File: config.mk
export PLATFORM = sky130hd
export DESIGN_NAME = irq_ctx_unit
export DESIGN_NICKNAME = d
export VERILOG_FILES = /design/src/rtl/irq_ctx_pkg.sv /design/src/rtl/irq_req_flags.sv /design/src/rtl/irq_stack_ctl.sv /design/src/rtl/irq_shadow.sv /design/src/rtl/irq_ctx_unit.sv
export SDC_FILE = /design/constraint.sdc
export NUM_CORES = 1
export LEC_CHECK = 0
export BUFFER_PORTS_ARGS = -buffer_cell sky130_fd_sc_hd__buf_2
export CELL_PAD_IN_SITES_DETAIL_PLACEMENT = 0
export CELL_PAD_IN_SITES_GLOBAL_PLACEMENT = 1
export CORE_ASPECT_RATIO = 1.75
export CORE_MARGIN = 10
export CORE_UTILIZATION = 28
export DETAILED_ROUTE_END_ITERATION = 12
export PLACE_DENSITY = 0.62
export SYNTH_ARGS = -nofsm -noshare
export SYNTH_HDL_FRONTEND = slang
export SYNTH_SLANG_ARGS = --single-unit
export TNS_END_PERCENT = 20
File: constraint.sdc
create_clock -name clk -period 4.3 [get_ports clk]
set_input_delay 0.43 -clock clk [delete_from_list [all_inputs] [get_ports clk]]
set_output_delay 0.43 -clock clk [all_outputs]
set_load 0.1 [all_outputs]
File: src/rtl/irq_ctx_pkg.sv
package irq_ctx_pkg;
  localparam int NSRC  = 6;
  localparam int IDW   = $clog2(NSRC);
  localparam int DW    = 8;
  typedef logic [DW-1:0]   word_t;
  typedef logic [NSRC-1:0] src_vec_t;

  function automatic logic [IDW-1:0] lowest_set(input src_vec_t v);
    logic [IDW-1:0] idx;
    idx = '0;
    for (int i = NSRC - 1; i >= 0; i--)
      if (v[i]) idx = IDW'(i);
    return idx;
  endfunction
endpackage

File: src/rtl/irq_req_flags.sv
module irq_req_flags
  import irq_ctx_pkg::*;
(
  input  logic           clk,
  input  logic           rst_n,
  input  logic           wr_en,
  input  src_vec_t       wr_bits,
  input  src_vec_t       src_pulse,
  input  src_vec_t       src_en,
  output src_vec_t       flags,
  output logic           pending,
  output logic [IDW-1:0] first_id
);
  src_vec_t live;

  for (genvar i = 0; i < NSRC; i++) begin : g_flag
    always_ff @(posedge clk or negedge rst_n) begin
      if (!rst_n)            flags[i] <= 1'b0;
      else if (src_pulse[i]) flags[i] <= 1'b1;
      else if (wr_en)        flags[i] <= wr_bits[i];
    end
  end

  assign live     = flags & src_en;
  assign pending  = |live;
  assign first_id = lowest_set(live);

  a_r6_first_is_enabled: assert property (@(posedge clk) disable iff (!rst_n)
    pending |-> (flags[first_id] && src_en[first_id]));
  a_r2_pulse_sets: assert property (@(posedge clk) disable iff (!rst_n)
    (|src_pulse) |=> ((flags & $past(src_pulse)) == $past(src_pulse)));
  a_r3_clear_write: assert property (@(posedge clk) disable iff (!rst_n)
    (wr_en && wr_bits == '0 && src_pulse == '0) |=> (flags == '0));
endmodule

File: src/rtl/irq_stack_ctl.sv
module irq_stack_ctl #(
  parameter int SP_W = 3
) (
  input  logic            clk,
  input  logic            rst_n,
  input  logic            take,
  input  logic            reti,
  input  logic            wr_en,
  input  logic            wr_gie,
  input  logic [SP_W-1:0] wr_sp,
  output logic            gie,
  output logic [SP_W-1:0] sp,
  output logic            wrap
);
  localparam logic [SP_W-1:0] SP_TOP = '1;
  localparam logic [SP_W-1:0] SP_BOT = '0;

  always_ff @(posedge clk or negedge rst_n) begin
    if (!rst_n) begin
      gie  <= 1'b0;
      sp   <= SP_TOP;
      wrap <= 1'b0;
    end else begin
      wrap <= 1'b0;
      if (take) begin
        gie  <= 1'b0;
        sp   <= sp - 1'b1;
        wrap <= (sp == SP_BOT);
      end else if (reti) begin
        gie  <= 1'b1;
        sp   <= sp + 1'b1;
        wrap <= (sp == SP_TOP);
      end else if (wr_en) begin
        gie <= wr_gie;
        sp  <= wr_sp;
      end
    end
  end

  a_r9_wrap_edges: assert property (@(posedge clk) disable iff (!rst_n)
    wrap |-> (($past(sp) == SP_BOT && sp == SP_TOP) || ($past(sp) == SP_TOP && sp == SP_BOT)));
  a_r8_reti_sets: assert property (@(posedge clk) disable iff (!rst_n)
    (reti && !take) |=> gie);
  a_r13_take_beats_write: assert property (@(posedge clk) disable iff (!rst_n)
    take |=> (!gie && sp == $past(sp) - 1'b1));
endmodule

File: src/rtl/irq_shadow.sv
module irq_shadow #(
  parameter int          DW        = 8,
  parameter logic [DW-1:0] KEEP_MASK = 8'hC0
) (
  input  logic          clk,
  input  logic          rst_n,
  input  logic          push,
  input  logic          pop,
  input  logic [DW-1:0] acc_in,
  input  logic [DW-1:0] flg_in,
  output logic          restore,
  output logic [DW-1:0] acc_out,
  output logic [DW-1:0] flg_out
);
  logic [DW-1:0] acc_q, flg_q;

  always_ff @(posedge clk or negedge rst_n) begin
    if (!rst_n) begin
      acc_q   <= '0;
      flg_q   <= '0;
      restore <= 1'b0;
      acc_out <= '0;
      flg_out <= '0;
    end else begin
      restore <= pop;
      if (pop) begin
        acc_out <= acc_q;
        flg_out <= (flg_q & ~KEEP_MASK) | (flg_in & KEEP_MASK);
      end
      if (push) begin
        acc_q <= acc_in;
        flg_q <= flg_in;
      end
    end
  end

  a_r12_live_bits: assert property (@(posedge clk) disable iff (!rst_n)
    restore |-> ((flg_out & KEEP_MASK) == ($past(flg_in) & KEEP_MASK)));
  a_r10_hold: assert property (@(posedge clk) disable iff (!rst_n)
    !pop |=> ($stable(acc_out) && $stable(flg_out)));
endmodule

File: src/rtl/irq_ctx_unit.sv
module irq_ctx_unit
  import irq_ctx_pkg::*;
#(
  parameter int          PC_W      = 12,
  parameter int          SP_W      = 3,
  parameter logic [7:0]  FLAG_ADDR = 8'hC8,
  parameter logic [7:0]  STK_ADDR  = 8'hDF,
  parameter logic [PC_W-1:0] VECTOR = 12'd8,
  parameter logic [7:0]  KEEP_MASK = 8'hC0
) (
  input  logic            clk,
  input  logic            rst_n,
  input  logic [7:0]      reg_addr,
  input  logic            reg_we,
  input  logic [7:0]      reg_wdata,
  output logic [7:0]      reg_rdata,
  input  logic [5:0]      src_pulse,
  input  logic [5:0]      src_en,
  input  logic            reti,
  output logic            pc_load,
  output logic [PC_W-1:0] pc_vector,
  output logic            stk_push,
  output logic [2:0]      irq_id,
  output logic            stk_wrap,
  input  logic            ctx_push,
  input  logic            ctx_pop,
  input  logic [7:0]      acc_in,
  input  logic [7:0]      pflag_in,
  output logic            ctx_restore,
  output logic [7:0]      acc_out,
  output logic [7:0]      pflag_out
);
  localparam int PAD_STK = DW - 1 - SP_W;

  src_vec_t        flags;
  logic            pending, take, gie_q;
  logic [IDW-1:0]  first_id;
  logic [SP_W-1:0] sp_q;
  logic            flag_wr, stk_wr;
  logic [PAD_STK-1:0] unused_wbits;

  assign flag_wr      = reg_we && (reg_addr == FLAG_ADDR);
  assign stk_wr       = reg_we && (reg_addr == STK_ADDR);
  assign unused_wbits = reg_wdata[DW-2:SP_W];
  assign take         = gie_q && pending;

  irq_req_flags u_flags (
    .clk(clk), .rst_n(rst_n), .wr_en(flag_wr), .wr_bits(reg_wdata[NSRC-1:0]),
    .src_pulse(src_pulse), .src_en(src_en), .flags(flags),
    .pending(pending), .first_id(first_id)
  );

  irq_stack_ctl #(.SP_W(SP_W)) u_stack (
    .clk(clk), .rst_n(rst_n), .take(take), .reti(reti), .wr_en(stk_wr),
    .wr_gie(reg_wdata[DW-1]), .wr_sp(reg_wdata[SP_W-1:0]),
    .gie(gie_q), .sp(sp_q), .wrap(stk_wrap)
  );

  irq_shadow #(.DW(DW), .KEEP_MASK(KEEP_MASK)) u_shadow (
    .clk(clk), .rst_n(rst_n), .push(ctx_push), .pop(ctx_pop),
    .acc_in(acc_in), .flg_in(pflag_in), .restore(ctx_restore),
    .acc_out(acc_out), .flg_out(pflag_out)
  );

  always_ff @(posedge clk or negedge rst_n) begin
    if (!rst_n) begin
      pc_load   <= 1'b0;
      pc_vector <= '0;
      irq_id    <= '0;
    end else begin
      pc_load   <= take;
      pc_vector <= take ? VECTOR : '0;
      irq_id    <= take ? first_id : '0;
    end
  end

  assign stk_push = pc_load;

  always_comb begin
    reg_rdata = '0;
    if (reg_addr == FLAG_ADDR)     reg_rdata = {{(DW-NSRC){1'b0}}, flags};
    else if (reg_addr == STK_ADDR) reg_rdata = {gie_q, {PAD_STK{1'b0}}, sp_q};
  end

  a_r5_gie_gate: assert property (@(posedge clk) disable iff (!rst_n)
    pc_load |-> $past(gie_q));
  a_r7_no_nesting: assert property (@(posedge clk) disable iff (!rst_n)
    pc_load |-> !gie_q);
  a_r6_vector: assert property (@(posedge clk) disable iff (!rst_n)
    pc_load |-> (pc_vector == VECTOR));
endmodule

**After elaboration in Yosys (flattened, before gate mapping)**

Index checks and enable logic that the tools add are counted.

- Register bits: 50
- Input port bits: 50
- Output and inout port bits: 43
- Word-level logic and storage cells: 66

- Add/sub/neg operators: 2
- Equal/unequal tests: 3
- Multiplexer cells: 30
- Bitwise logic cells: 2
- Reductions and logical operators: 12

Operators by type and width:

| kind | number |
|---|---|
| 3-bit two-way mux | 10 |
| 1-bit two-way mux | 17 |
| 8-bit == test (second input constant) | 2 |
| 8-bit two-way mux | 2 |
| 2-bit nonzero test | 6 |
| 6-bit by 8-bit OR with 8-bit output | 1 |
| 6-bit bitwise AND | 1 |
| 6-bit OR reduction | 1 |
| 4-bit two-way mux | 1 |
| 3-bit by 1-bit adder with 3-bit output (second input constant) | 1 |
| 3-bit == test (second input constant) | 1 |
| 1-bit logical AND | 3 |
| 3-bit zero test | 1 |
| 3-bit nonzero test | 1 |
| 3-bit by 1-bit subtractor with 3-bit output (second input constant) | 1 |

**Logic depth before layout (Yosys ltp)**

- Depth after elaboration: 8
- Depth in mapped cells: 6
- Mapped depth without buffers: 5

**Hierarchy**

A second synthesis with hierarchy kept.

- Cells, all modules: 163
- Area total of the unflattened synthesis: 2,207.1 µm²

By module, submodules not included:

| module | instances | cells each | area an instance (µm²) | seq. area each (µm²) |
|---|---|---|---|---|
| irq_shadow | 1 | 64 | 1,193.6 | 775.7 |
| irq_ctx_unit | 1 | 39 | 360.3 | 100.1 |
| irq_req_flags | 1 | 32 | 339.1 | 150.1 |
| irq_stack_ctl | 1 | 28 | 314.1 | 128.9 |

**Worst setup path before layout**

Ideal clock, no wire load.

- Kind: input to output
- From: input reg_addr[5]
- To: output reg_rdata[7]
- Arrival time: 1,559 ps
- Required time: 3,870 ps
- Path slack: 2,311 ps
- Stages: 3
- Path buffers: 1
- Cell sequence: and4b_1 > buf_6 > and3_1

- Word-level cells in the longest chain between the ends: 3
- Elaborated cells between the ends (all ways): 4
- Those cells by class: 2 x eq/ne; 2 x mux

Ends and longest elaborated chain:

| what | line | source |
|---|---|---|
| start: declaration | irq_ctx_unit.sv:13 | `input logic [7:0] reg_addr,` |
| 8-bit == test | irq_ctx_unit.sv:82 | `else if (reg_addr == STK_ADDR) reg_rdata = {gie_q, {PAD_STK{1'b0}}, sp_q};` |
| 8-bit two-way mux | irq_ctx_unit.sv:82 |  |
| 8-bit two-way mux * | irq_ctx_unit.sv:81 | `if (reg_addr == FLAG_ADDR) reg_rdata = {{(DW-NSRC){1'b0}}, flags};` |
| end: declaration | irq_ctx_unit.sv:16 | `output logic [7:0] reg_rdata,` |

Mark *: on every way between the ends. The rest lies on a longest branch, timed or not.

**Final worst setup path**

- From: input reg_addr[5]
- To: output reg_rdata[0]

Same word-level chain as after synthesis.

==> key figures <==
Routing
  • Count of TritonRoute iterations in the first routing pass: 4
  • Routed via count: 1538
  • Number of DRC violations after detailed routing: 0
  • 1st-iter DRT viols: 13
  • Routed vias/inst: 4.67
  • Detail-routed net length per standard cell: 16.7 um
  • Final antenna-violating net count: 0
  • Drt total wl: 5510 um

Worst setup path
  • Crit path DAT: 1.78 ns
  • Cells along the critical path: buf_2 -> and4b_1 -> and2_4 -> a22o_2 -> buf_2
  • Count of buffering cells on the critical path with inverters included: 2
  • CP most frequent cell: buf_2
  • Critical path start-end classification: primary input to primary output
  • Master of the slowest instance on the critical path: buf_2
  • Maximum net fanout on the critical path: 10
  • Cell type group with the largest total delay on the critical path: simple AND/OR/NAND/NOR gates
  • Slowest cell delay on critical path: 0.42 ns
  • CP endpoint kind: primary output
  • Required time at the endpoint of the critical path: 3.87 ns
  • CP Launch Type: primary input

STA
  • Post-route clock skew: 0.00277 ns
  • Setup repair after global routing missed its margin: false
  • Achievable clock frequency: 0.453 GHz
  • Fraction of the cycle the final worst path needs: 51.4%
  • Slew Limit Headroom: 30.1%
  • Time the final worst path needs with I/O delays and setup: 2.21 ns
  • Setup-violating endpoint count in the final report: 0
  • Setup_tns: 0 ns
  • Final Slew Violations: 0
  • Transition at the pin with the smallest max-transition slack: 1.05 ns
  • Hold Violations, Final: 0

Logic synthesis
  • Number of flops mapped to enable cells by yosys: 0
  • Ys Warns: 0
  • Synth Area per Inst: 13.3 um2
  • Predominant post-synthesis flop cell: dfrtp_1
  • Cell area after technology mapping: 0.00218 mm2
  • Cell types with the largest area share after synthesis: dfrtp_1 (49%), mux2_2 (15%), buf_4 (4.8%)
  • Most frequent cells after synthesis: dfrtp_1 (43), mux2_2 (30), buf_4 (14), and3_1 (9)
  • Most frequent cell after synthesis: dfrtp_1
  • Synth area leader: dfrtp_1
  • Distinct cell type count of the synthesized netlist: 38
  • Share of async-settable or async-resettable flops after synthesis: 100%
  • Cell count after synthesis: 164
  • Number of synthesized register bits: 46
  • Area share of the largest cell type after synthesis: 49.3%
  • Proportion of synthesized chip area in sequential cells: 52.9%

Clocking
  • Cts hold-fix bufs: 0
  • Clock transition at path regs: 0.06 ns
  • Number of H-tree branching levels: 2
  • Number of gates resized after cts: 0
  • Latest clock arrival within the worst-skew pair: 0.28 ns
  • Clock tree from TritonCTS: done
  • Buffer levels on the longest clock path: 2
  • Clock tree root driver cell: clkbuf_16
  • Number of buffers inserted during clock tree synthesis: 5
  • Total setup buffers inserted after CTS: 0
  • Sinks on the clock net: 46

Finish
  • Fill cells: 776
  • Nets: 295
  • Layout area overhead: 24.1%
  • Diodes inserted: 0
  • Non-filler cells in the finished layout: 329
  • Share of post-route cells with drive strength above 1: 54.4%

Floorplanning
  • Std-Cell Rows: 42
  • Num ports: 93
  • Overall die area: 0.0119 mm2
  • Vertical die dimension: 137 um
  • Core Area: 0.00757 mm2
  • Chip width: 86.7 um
  • Initial core utilization: 28.8%

Global route
  • All-layer global routing usage: 9.65%
  • Pin count of the biggest net entering global routing: 47
  • Aggregate global routing overflow: 0
  • Wire length of the first global-routing pass: 9100 um
  • Vias in the first global route: 1814
  • Met1 demand-to-capacity share in global routing: 9.54%
  • Initial antenna violation count: 0
  • Global Route met2 Usage: 17.2%
  • Grt peak-use layer: met2
  • Met3 usage: 4.05%

Placed design
  • Gpl congestion: 0.710
  • Count of port buffers added during placement: 79
  • # placed instances: 322
  • Detailed placer's ending HPWL: 4380 um

Power
  • Total power divided by cell area: 567 mW/mm2
  • Static leakage power: 0.00135 uW
  • Highest ir drop seen on vdd: 0.000187 V

Flow run
  • Max_cap viols: 0

Status
  • Outcome: finished, final reports clean

Hold path
  • Path type of the worst min-delay path: primary input to asynchronous set/reset pin
## stage by stage
stage	setup WS (ns)	utilization, %	power [uW]	hold slack, ns	area [um2]
2_1_floorplan	2.31	-	1090	0.134	2220
3_3_place_gp	2.10	34.0	1190	0.481	2570
3_5_place_dp	2.10	34.0	1190	0.491	2570
4_1_cts	2.09	35.8	1570	0.330	2710
5_1_grt	2.03	35.8	1620	0.340	2710
6_report	2.09	35.8	1530	0.339	2710
## cells by family (layout without fill, tap and decap cells)
group / Yosys count / in the layout / synth area share [%]
buffers and inverters: 23 / 89 / 7.68
AND/OR/NAND/NOR: 35 / 35 / 11.4
AO/OA/AOI/OAI: 21 / 21 / 8.20
multiplexers: 34 / 34 / 17.3
adder cells (fa/ha/maj): 4 / 4 / 2.29
flip-flops: 46 / 46 / 52.9
other: 1 / 12 / 0.172
## registers in the layout, summed over array words and instances (netlist names)
signal            flops
irq_id                3
pc_vector             1
u_flags.flags         6
u_shadow.acc_out      8
u_shadow.acc_q        8
u_shadow.flg_out      8
u_shadow.flg_q        6
u_shadow.restore      1
u_stack.gie           1
u_stack.sp            3
u_stack.wrap          1
## path summary, 6_finish.rpt
path,startpoint,to,slack (ns),depth (start not counted)
worst max-delay path,reg_addr[5],reg_rdata[0],2.09,5
worst min-delay path,rst_n,u_shadow.acc_out[6],0.34,1
worst max register to register,u_flags.flags[4],u_stack.sp[2],2.75,4
worst min register to register,u_shadow.flg_out[6],u_shadow.flg_out[6],0.50,1
max in group asynchronous,rst_n,u_shadow.acc_q[0],3.31,1
min in group clk,src_pulse[3],u_flags.flags[3],0.34,2
## metal layers
metal / vias up / wire, um / part of all wire (%)
li1: 717 / - / -
met1: 746 / 2080 / 38
met2: 71 / 2870 / 52
met3: 4 / 491 / 8.9
met4: 0 / 57 / 1.0
met5: - / 0 / 0
## cell usage in the layout, fill, tap and decap left out, drive strengths merged, types with 2 or more instances in the layout
| cell | instances |
|---|---|
| a211o | 6 |
| a21oi | 2 |
| a22o | 7 |
| and2 | 2 |
| and3 | 12 |
| buf | 79 |
| clkbuf | 5 |
| clkinv | 2 |
| conb | 12 |
| dfrtp | 43 |
| dfstp | 3 |
| ha | 4 |
| inv | 3 |
| mux2 | 30 |
| mux2i | 4 |
| nand2 | 7 |
| nand3b | 2 |
| nor2b | 3 |
| o21ai | 2 |
## cell type report
type	instances	area (um2)	share of cell area, %
clock inverter	2	10.0	0.370
inverter	3	11.3	0.416
tap	88	110	4.07
clock buffer	5	125	4.62
multi-input combinational	106	901	33.3
sequential	46	1150	42.7
timing repair buffer	79	395	14.6
## worst reg2reg max path, cell delays in order (launching register included)
cell and delay, ns:
dfrtp_1 0.40, a22o_1 0.26, o31a_1 0.46, nand4bb_1 0.26, nand3b_1 0.10
## power by group
| group | internal, uW | switching, uW |
|---|---|---|
| clock network | 210 | 151 |
| logic | 132 | 483 |
| registers | 510 | 49.4 |
Power figures use the tool's default switching activity.
